### src/rtl/gpio_edge_pkg.sv
package gpio_edge_pkg;
  typedef enum logic [1:0] {
    EDGE_OFF  = 2'b00,
    EDGE_FALL = 2'b01,
    EDGE_RISE = 2'b10,
    EDGE_ANY  = 2'b11
  } edge_sel_e;

  // field order matches output-control bits 5..0
  typedef struct packed {
    logic       dir_out;
    logic       push_pull;
    logic       pull_en;
    logic [1:0] pull_sel;
    logic       level;
  } octl_t;

  localparam int unsigned OCTL_W = $bits(octl_t);

  function automatic logic edge_hit(edge_sel_e sel, logic rise, logic fall);
    return (sel[1] & rise) | (sel[0] & fall);
  endfunction
endpackage

### src/rtl/gpio_sync.sv
module gpio_sync #(
  parameter int unsigned WIDTH = 13
) (
  input  logic             clk_i,
  input  logic             rst_ni,
  input  logic [WIDTH-1:0] d_i,
  output logic [WIDTH-1:0] q_o
);
  logic [WIDTH-1:0] meta_q, sync_q;

  always_ff @(posedge clk_i or negedge rst_ni) begin
    if (!rst_ni) begin
      meta_q <= '0;
      sync_q <= '0;
    end else begin
      meta_q <= d_i;
      sync_q <= meta_q;
    end
  end

  assign q_o = sync_q;
endmodule

### src/rtl/gpio_edge_det.sv
module gpio_edge_det
  import gpio_edge_pkg::*;
#(
  parameter int unsigned WIDTH = 13
) (
  input  logic             clk_i,
  input  logic             rst_ni,
  input  logic [WIDTH-1:0] lvl_i,
  input  edge_sel_e        sel_i [WIDTH],
  output logic [WIDTH-1:0] edge_o
);
  logic [WIDTH-1:0] prev_q;

  always_ff @(posedge clk_i or negedge rst_ni) begin
    if (!rst_ni) prev_q <= '0;
    else         prev_q <= lvl_i;
  end

  for (genvar p = 0; p < WIDTH; p++) begin : g_pin
    logic rise, fall;
    assign rise      = lvl_i[p] & ~prev_q[p];
    assign fall      = ~lvl_i[p] & prev_q[p];
    assign edge_o[p] = edge_hit(sel_i[p], rise, fall);
  end
endmodule

### src/rtl/gpio_irq_bank.sv
module gpio_irq_bank #(
  parameter int unsigned NUM_PINS  = 13,
  parameter int unsigned GRP0_PINS = 7,
  localparam int unsigned GRP1_PINS = NUM_PINS - GRP0_PINS
) (
  input  logic                 clk_i,
  input  logic                 rst_ni,
  input  logic [NUM_PINS-1:0]  edge_i,
  input  logic [1:0]           sts_wr_i,   // write strobe per group
  input  logic [1:0]           msk_wr_i,
  input  logic [7:0]           wdata_i,
  output logic [NUM_PINS-1:0]  sts_o,
  output logic [NUM_PINS-1:0]  msk_o,
  output logic [NUM_PINS-1:0]  clr_o,
  output logic [GRP0_PINS-1:0] sts_g0_o,
  output logic [GRP1_PINS-1:0] sts_g1_o,
  output logic [GRP0_PINS-1:0] msk_g0_o,
  output logic [GRP1_PINS-1:0] msk_g1_o,
  output logic                 irq_o
);
  logic [NUM_PINS-1:0] sts_q, msk_q, msk_we, msk_d;

  for (genvar p = 0; p < NUM_PINS; p++) begin : g_pin
    localparam int unsigned GRP = (p < GRP0_PINS) ? 0 : 1;
    localparam int unsigned BIT = (p < GRP0_PINS) ? p : p - GRP0_PINS;

    assign clr_o[p]  = sts_wr_i[GRP] & wdata_i[BIT];
    assign msk_we[p] = msk_wr_i[GRP];
    assign msk_d[p]  = wdata_i[BIT];

    always_ff @(posedge clk_i or negedge rst_ni) begin
      if (!rst_ni)        sts_q[p] <= 1'b0;
      else if (edge_i[p]) sts_q[p] <= 1'b1;  // event wins over clear
      else if (clr_o[p])  sts_q[p] <= 1'b0;
    end

    always_ff @(posedge clk_i or negedge rst_ni) begin
      if (!rst_ni)        msk_q[p] <= 1'b1;
      else if (msk_we[p]) msk_q[p] <= msk_d[p];
    end

    if (p < GRP0_PINS) begin : g_g0
      assign sts_g0_o[BIT] = sts_q[p];
      assign msk_g0_o[BIT] = msk_q[p];
    end else begin : g_g1
      assign sts_g1_o[BIT] = sts_q[p];
      assign msk_g1_o[BIT] = msk_q[p];
    end
  end

  assign sts_o = sts_q;
  assign msk_o = msk_q;
  assign irq_o = |(sts_q & ~msk_q);
endmodule

### src/rtl/gpio_edge_ctrl.sv
module gpio_edge_ctrl
  import gpio_edge_pkg::*;
#(
  parameter int unsigned NUM_PINS  = 13,
  parameter int unsigned GRP0_PINS = 7,
  parameter int unsigned ADDR_W    = 5
) (
  input  logic                  clk_i,
  input  logic                  rst_ni,
  input  logic [ADDR_W-1:0]     addr_i,
  input  logic                  wr_en_i,
  input  logic [7:0]            wdata_i,
  output logic [7:0]            rd_data_o,
  input  logic [NUM_PINS-1:0]   pad_i,
  output logic [NUM_PINS-1:0]   pad_oe_o,
  output logic [NUM_PINS-1:0]   pad_out_o,
  output logic [NUM_PINS-1:0]   pull_en_o,
  output logic [2*NUM_PINS-1:0] pull_sel_o,
  output logic                  irq_o
);
  localparam int unsigned GRP1_PINS = NUM_PINS - GRP0_PINS;
  localparam int unsigned OCTL_BASE = 0;
  localparam int unsigned ICTL_BASE = OCTL_BASE + NUM_PINS;
  localparam int unsigned STS_BASE  = ICTL_BASE + NUM_PINS;
  localparam int unsigned MSK_BASE  = STS_BASE + 2;

  octl_t               octl_q [NUM_PINS];
  edge_sel_e           ectl_q [NUM_PINS];
  logic [NUM_PINS-1:0] lvl, edge_pulse, sts_vec, msk_vec, sts_clr, dir_vec;
  logic [1:0]          sts_wr, msk_wr;
  logic [GRP0_PINS-1:0] sts_g0, msk_g0;
  logic [GRP1_PINS-1:0] sts_g1, msk_g1;

  // register file
  for (genvar p = 0; p < NUM_PINS; p++) begin : g_reg
    logic octl_we, ectl_we;
    assign octl_we = wr_en_i && (addr_i == ADDR_W'(OCTL_BASE + p));
    assign ectl_we = wr_en_i && (addr_i == ADDR_W'(ICTL_BASE + p));

    always_ff @(posedge clk_i or negedge rst_ni) begin
      if (!rst_ni) begin
        octl_q[p] <= '0;
        ectl_q[p] <= EDGE_OFF;
      end else begin
        if (octl_we) octl_q[p] <= octl_t'(wdata_i[OCTL_W-1:0]);
        if (ectl_we) ectl_q[p] <= edge_sel_e'(wdata_i[2:1]);
      end
    end

    assign dir_vec[p]          = octl_q[p].dir_out;
    assign pad_out_o[p]        = octl_q[p].level;
    assign pad_oe_o[p]         = octl_q[p].dir_out &
                                 (octl_q[p].push_pull | ~octl_q[p].level);
    assign pull_en_o[p]        = octl_q[p].pull_en;
    assign pull_sel_o[2*p +: 2] = octl_q[p].pull_sel;
  end

  for (genvar g = 0; g < 2; g++) begin : g_grp
    assign sts_wr[g] = wr_en_i && (addr_i == ADDR_W'(STS_BASE + g));
    assign msk_wr[g] = wr_en_i && (addr_i == ADDR_W'(MSK_BASE + g));
  end

  gpio_sync #(.WIDTH(NUM_PINS)) u_sync (
    .clk_i (clk_i),
    .rst_ni(rst_ni),
    .d_i   (pad_i),
    .q_o   (lvl)
  );

  gpio_edge_det #(.WIDTH(NUM_PINS)) u_edge (
    .clk_i (clk_i),
    .rst_ni(rst_ni),
    .lvl_i (lvl),
    .sel_i (ectl_q),
    .edge_o(edge_pulse)
  );

  gpio_irq_bank #(.NUM_PINS(NUM_PINS), .GRP0_PINS(GRP0_PINS)) u_irq (
    .clk_i   (clk_i),
    .rst_ni  (rst_ni),
    .edge_i  (edge_pulse),
    .sts_wr_i(sts_wr),
    .msk_wr_i(msk_wr),
    .wdata_i (wdata_i),
    .sts_o   (sts_vec),
    .msk_o   (msk_vec),
    .clr_o   (sts_clr),
    .sts_g0_o(sts_g0),
    .sts_g1_o(sts_g1),
    .msk_g0_o(msk_g0),
    .msk_g1_o(msk_g1),
    .irq_o   (irq_o)
  );

  always_comb begin
    rd_data_o = '0;
    for (int p = 0; p < NUM_PINS; p++) begin
      if (addr_i == ADDR_W'(OCTL_BASE + p)) rd_data_o = 8'(octl_q[p]);
      if (addr_i == ADDR_W'(ICTL_BASE + p)) rd_data_o = 8'({ectl_q[p], lvl[p]});
    end
    if (addr_i == ADDR_W'(STS_BASE))     rd_data_o = 8'(sts_g0);
    if (addr_i == ADDR_W'(STS_BASE + 1)) rd_data_o = 8'(sts_g1);
    if (addr_i == ADDR_W'(MSK_BASE))     rd_data_o = 8'(msk_g0);
    if (addr_i == ADDR_W'(MSK_BASE + 1)) rd_data_o = 8'(msk_g1);
  end
endmodule

### config.mk
export PLATFORM = sky130hd
export DESIGN_NAME = gpio_edge_ctrl
export DESIGN_NICKNAME = d
export VERILOG_FILES = /design/src/rtl/gpio_edge_pkg.sv /design/src/rtl/gpio_sync.sv /design/src/rtl/gpio_edge_det.sv /design/src/rtl/gpio_irq_bank.sv /design/src/rtl/gpio_edge_ctrl.sv
export SDC_FILE = /design/constraint.sdc
export NUM_CORES = 1
export LEC_CHECK = 0
export BUFFER_PORTS_ARGS = -buffer_cell sky130_fd_sc_hd__buf_2
export CAP_MARGIN = 40
export CORE_MARGIN = 4
export CORE_UTILIZATION = 35
export DETAILED_ROUTE_END_ITERATION = 10
export GPL_ROUTABILITY_DRIVEN = 0
export MAX_ROUTING_LAYER = met4
export PLACE_DENSITY = 0.5
export SETUP_SLACK_MARGIN = 0.05
export SYNTH_ARGS = -nofsm -noshare
export SYNTH_HDL_FRONTEND = slang
export SYNTH_SLANG_ARGS = --single-unit
### constraint.sdc
create_clock -name clk_i -period 3.85 [get_ports clk_i]
set_input_delay 0.77 -clock clk_i [delete_from_list [all_inputs] [get_ports clk_i]]
set_output_delay 0.77 -clock clk_i [all_outputs]
set_load 0.01 [all_outputs]
# ---- Word-level counts from Yosys, hierarchy flattened
# Cells that the tools add are included.
# Widths: inputs -> output; s select.
dict set report op_classes {
  eq_ne 29
  n_mux 56
  n_bitwise 145
  n_reduce_logical 45
}
# op count
set op_table {}
lappend op_table {{$mux 8} 29}
lappend op_table {{$and 1x1->1} 78}
lappend op_table {{$eq 5x5->1 const B} 14}
lappend op_table {{$eq 5x4->1 const B} 8}
lappend op_table {{$not 1->1} 39}
lappend op_table {{$logic_and 1x1->1} 30}
lappend op_table {{$mux 1} 26}
lappend op_table {{$or 1x1->1} 26}
lappend op_table {{$reduce_bool 2->1} 13}
lappend op_table {{$eq 5x3->1 const B} 4}
lappend op_table {{$and 13x13->13} 1}
lappend op_table {{$not 13->13} 1}
lappend op_table {{$reduce_or 13->1} 1}
lappend op_table {{$eq 5x2->1 const B} 2}
lappend op_table {{$mux 6} 1}
lappend op_table {{$eq 5x1->1 const B} 1}
lappend op_table {{$logic_not 5->1} 1}
dict set report word_totals {
  register_bits 169
  input_bits 29
  wordCells 382
}

# ---- Longest topological paths before layout
dict set report logic_depth {
  depth_word 31
  ltp_mapped 10
  mapped_depth_nobuf 6
}

# ---- Modules after synthesis
# Synthesis repeated with hierarchy kept, for this count alone.
dict set report unflattened {
  hier_cells 858
  hier_area_um2 9192.6
}
# mod instances cells_per_inst area_each_um2
set by_module_without_submodules {}
lappend by_module_without_submodules {gpio_edge_ctrl 1 661 6642.6}
lappend by_module_without_submodules {gpio_irq_bank 1 119 1313.8}
lappend by_module_without_submodules {gpio_sync 1 26 650.6}
lappend by_module_without_submodules {gpio_edge_det 1 52 585.6}

# ---- Worst setup path before layout
# OpenSTA, ideal clock, no wires.
dict set report synth_path {
  path_kind {input port to output port}
  from {in addr_i[1]}
  to {out rd_data_o[2]}
  t_arrival_ns 2.230
  path_slack_ns 0.850
  path_stages 8
  path_cell_list {buf_2 > buf_2 > buf_2 > buf_2 > o21bai_1 > a32oi_1 > nand4_1 > o31ai_1}
}
dict set report synth_between {
  elab_chain_cells 31
  word_cells_on_any_way 60
  classes_between {eq/ne (29); mux (30); reduce/logical (1)}
}
# item line_no
set synth_rtl {}
lappend synth_rtl {{from (decl)} gpio_edge_ctrl.sv:10} ;# input logic [ADDR_W-1:0] addr_i,
lappend synth_rtl {{$logic_not 5->1} gpio_edge_ctrl.sv:98} ;# if (addr_i == ADDR_W'(OCTL_BASE + p)) rd_data_o = 8'(octl_q[p]);
lappend synth_rtl {{$mux 6} gpio_edge_ctrl.sv:98}
lappend synth_rtl {{$mux 8} gpio_edge_ctrl.sv:99} ;# if (addr_i == ADDR_W'(ICTL_BASE + p)) rd_data_o = 8'({ectl_q[p], lvl[p]});
lappend synth_rtl {{$mux 8} gpio_edge_ctrl.sv:98}
lappend synth_rtl {{$mux 8} gpio_edge_ctrl.sv:99}
lappend synth_rtl {{$mux 8} gpio_edge_ctrl.sv:98}
lappend synth_rtl {{$mux 8} gpio_edge_ctrl.sv:99}
lappend synth_rtl {{$mux 8} gpio_edge_ctrl.sv:98}
lappend synth_rtl {{(+15 left out)} n/a}
lappend synth_rtl {{$mux 8} gpio_edge_ctrl.sv:98}
lappend synth_rtl {{$mux 8} gpio_edge_ctrl.sv:99}
lappend synth_rtl {{$mux 8} gpio_edge_ctrl.sv:98}
lappend synth_rtl {{$mux 8} gpio_edge_ctrl.sv:99}
lappend synth_rtl {{$mux 8} gpio_edge_ctrl.sv:101} ;# if (addr_i == ADDR_W'(STS_BASE)) rd_data_o = 8'(sts_g0);
lappend synth_rtl {{$mux 8} gpio_edge_ctrl.sv:102} ;# if (addr_i == ADDR_W'(STS_BASE + 1)) rd_data_o = 8'(sts_g1);
lappend synth_rtl {{$mux 8} gpio_edge_ctrl.sv:103} ;# if (addr_i == ADDR_W'(MSK_BASE)) rd_data_o = 8'(msk_g0);
lappend synth_rtl {{$mux 8 *} gpio_edge_ctrl.sv:104} ;# if (addr_i == ADDR_W'(MSK_BASE + 1)) rd_data_o = 8'(msk_g1);
lappend synth_rtl {{to (decl)} gpio_edge_ctrl.sv:13} ;# output logic [7:0] rd_data_o,
# Every way passes the cells marked *; elsewhere a longest branch is shown, timed or not.

# ---- Worst setup path in the final report
dict set report layout_path {
  from {in addr_i[3]}
  to {out rd_data_o[1]}
}
# Same word-level chain as after synthesis.

==> results.sh <==
export IMPL_synth_top_family_by_area="multiplexers"
export IMPL_clockRootBuffer="clkbuf_16"
export IMPL_setup_violations=0
export IMPL_synth_adder_area_share=0
export IMPL_swShare=0.314
export IMPL_layout_worst_path_cycle_share=0.979
export IMPL_synth_distinct_cells=69
export IMPL_p_sw_mw=1.55
export IMPL_nets=933
export IMPL_critical_path_required_ps=3080
export IMPL_fmax_mhz=265
export IMPL_final_cell_count_no_fill=1241
export IMPL_powerDensity_nw_per_um2=489
export IMPL_hp_class="input pin to asynchronous set/reset pin"
export IMPL_row_count=57
export IMPL_ir_worst_vdd_v=0.000269
export IMPL_die_y_um=167
export IMPL_finClkSkew_ps=10.7
export IMPL_worst_pin_slew_ps=745
export IMPL_dieArea_um2=27800
export IMPL_drv_cap=0
export IMPL_cts_buffers=17
export IMPL_drt_total_wl_mm=29.0
export IMPL_antenna_found_initial=0
export IMPL_cts_tree="yes"
export IMPL_layout_common_cells="156 x dfrtp_1, 112 x mux2_2, 95 x buf_2"
export IMPL_initial_core_util=0.359
export IMPL_boundaryPins=103
export IMPL_cp_max_fo=19
export IMPL_cts_max_level=4
export IMPL_final_common_cell="dfrtp_1"
export IMPL_portBuffers=100
export IMPL_vias=6840
export IMPL_netlist_area_um2=8830
export IMPL_ant_nets=0
export IMPL_synth_edf_count=0
export IMPL_async_flop_share=1.00
export IMPL_viasPerCell=5.51
export IMPL_synth_compound_area_frac=0.138
export IMPL_diodes=0
export IMPL_power_frac_comb=0.188
export IMPL_p_int_mw=3.40
export IMPL_power_leakage_nw=4.55
export IMPL_hpwl_mm=21.6
export IMPL_gr_total_overflow=0
export IMPL_synthFlopType="dfrtp_1"
export IMPL_grt_pass1_vias=6884
export IMPL_rsz0062_at_grt="false"
export IMPL_cts_setup_buffers=0
export IMPL_die_x_um=167
export IMPL_critPathArrivalTime_ps=3000
export IMPL_drive_gt1_frac=0.354
export IMPL_cts_sinks=169
export IMPL_first_pass_iters=5
export IMPL_grt_max_degree=83
export IMPL_placed_area_um2=9550
export IMPL_preCtsSetupSlack_ps=86.4
export IMPL_tns_ps=0
export IMPL_avgRoutedWirePerCell_um=23.4
export IMPL_area_growth_pct=14.6
export IMPL_setup_ws_ps=81.6
export IMPL_synthCells=833
export IMPL_syn_avg_cell_area_um2=10.6
export IMPL_status="complete, no violations"
export IMPL_p_seq_frac=0.480
export IMPL_synth_seq_area_share=0.481
export IMPL_synth_seq_cells=169
export IMPL_clock_path_buffers=2
export IMPL_clk_pin_slew_ps=70
export IMPL_fin_crit_ps=3770
export IMPL_worst_setup_path_start_kind="input pin"
export IMPL_synth_mux_area_frac=0.157
export IMPL_final_hold_viol_count=0
export IMPL_drtIter0Drc=632
export IMPL_drc=0
export IMPL_slew_headroom=0.503
export IMPL_end_kind="primary output"
export IMPL_synth_simple_area_share=0.138
export IMPL_hold_slack_ps=293
export IMPL_clkPwrFrac=0.332
export IMPL_hold_buffers=0
export IMPL_total_power_mw=4.95
export IMPL_ys_warn_count=0
export IMPL_clk_latency_ps=440
export IMPL_postSynthNetCount=862
export IMPL_path_class="input pin to primary output"
export IMPL_final_max_slew_violation_count=0
export IMPL_utilization=0.412
export IMPL_filler_cell_count=2479
export IMPL_core_area_um2=24600
export IMPL_grt_usage=0.214
export IMPL_post_route_cell_area_um2=10100
export IMPL_grt_pass1_wl_mm=44.1
export IMPL_synthXorXnorAreaFrac=0
export IMPL_dp_cells=1209
export IMPL_post_cts_resize_count=0
[sequential cells by signal, summed over array words and instances, names as in the netlist, 7 cells and up]
name / flops
pad_out_o: 13
u_sync.q_o: 13
ectl_q: 26
u_sync.meta_q: 13
dir_vec: 13
u_irq.sts_g0_o: 7
u_edge.prev_q: 13
u_irq.msk_g0_o: 7
pull_en_o: 13
pull_sel_o: 26
octl_q: 13
[final timing paths]
| check | to | start | slack (ps) | cells after the start |
|---|---|---|---|---|
| max | rd_data_o[1] | addr_i[3] | 80 | 9 |
| min | u_sync.q_o[10] | rst_ni | 290 | 1 |
| max reg2reg | pad_out_o[11] | pad_out_o[11] | 2960 | 1 |
| min reg2reg | u_sync.q_o[5] | u_sync.meta_q[5] | 350 | 0 |
| max in group asynchronous | u_irq.msk_g1_o[0] | rst_ni | 2740 | 2 |
| min in group clk_i | u_sync.q_o[5] | u_sync.meta_q[5] | 350 | 0 |
[kinds of logic (layout without fill, tap and decap cells)]
logic type             after synthesis  after routing
AOI/OAI and AO/OA                  172            172
and+or+nand+nor                    234            234
buffers and inverters              134            218
DFF                                169            169
muxes                              123            123
other                                1              1
[final cells by class]
cell class | instances | area, um^2 | area share
Inverter | 30 | 113 | 0.0111
Timing Repair Buffer | 156 | 975 | 0.0963
Clock inverter | 13 | 108 | 0.0106
Sequential cell | 169 | 4250 | 0.419
Multi-Input combinational cell | 530 | 3830 | 0.378
Clock buffer | 19 | 453 | 0.0447
Tap cell | 324 | 405 | 0.0400
[power by group through the flow]
stage                     Combinational (mW)  Clock [mW]  Sequential (mW)
after floorplan                        0.720           0             2.25
after global placement                 0.925           0             2.41
after detailed placement               0.935           0             2.41
after CTS                              0.937        1.68             2.38
after global routing                    1.02        1.77             2.41
final                                  0.930        1.64             2.38
[worst max-delay path, cell delays in order]
cell      delay [ps]
clkbuf_4         230
buf_4            230
nor4_4           150
a21oi_1          100
or4_1            560
a211oi_1         370
o21ai_1          210
o211ai_1         170
buf_2            180
[layer usage]
metal / vias to the layer above / global-route usage / wire length, um
li1: 3110 / - / -
met1: 3420 / 0.297 / 13300
met2: 261 / 0.326 / 13300
met3: 49 / 0.0356 / 1650
met4: 0 / 0.0615 / 764
met5: - / - / 0
[Yosys cell counts (12+ instances only)]
cell type  count  area share
o21ai_0       21       0.012
buf_2         21       0.012
dfrtp_1      156        0.44
mux2_2       112        0.14
nand2_1       89       0.038
dfstp_2       13       0.039
o211ai_1      19       0.016
nand3_1       12      0.0068
a21oi_1       31       0.018
nand2b_1      12      0.0085
clkbuf_1      25       0.011
a21boi_0      12       0.010
nand3b_1      20       0.017
nor2_1        33       0.014
buf_4         54       0.046
inv_1         30       0.013
Note: power is estimated with default switching activity, not from simulation.
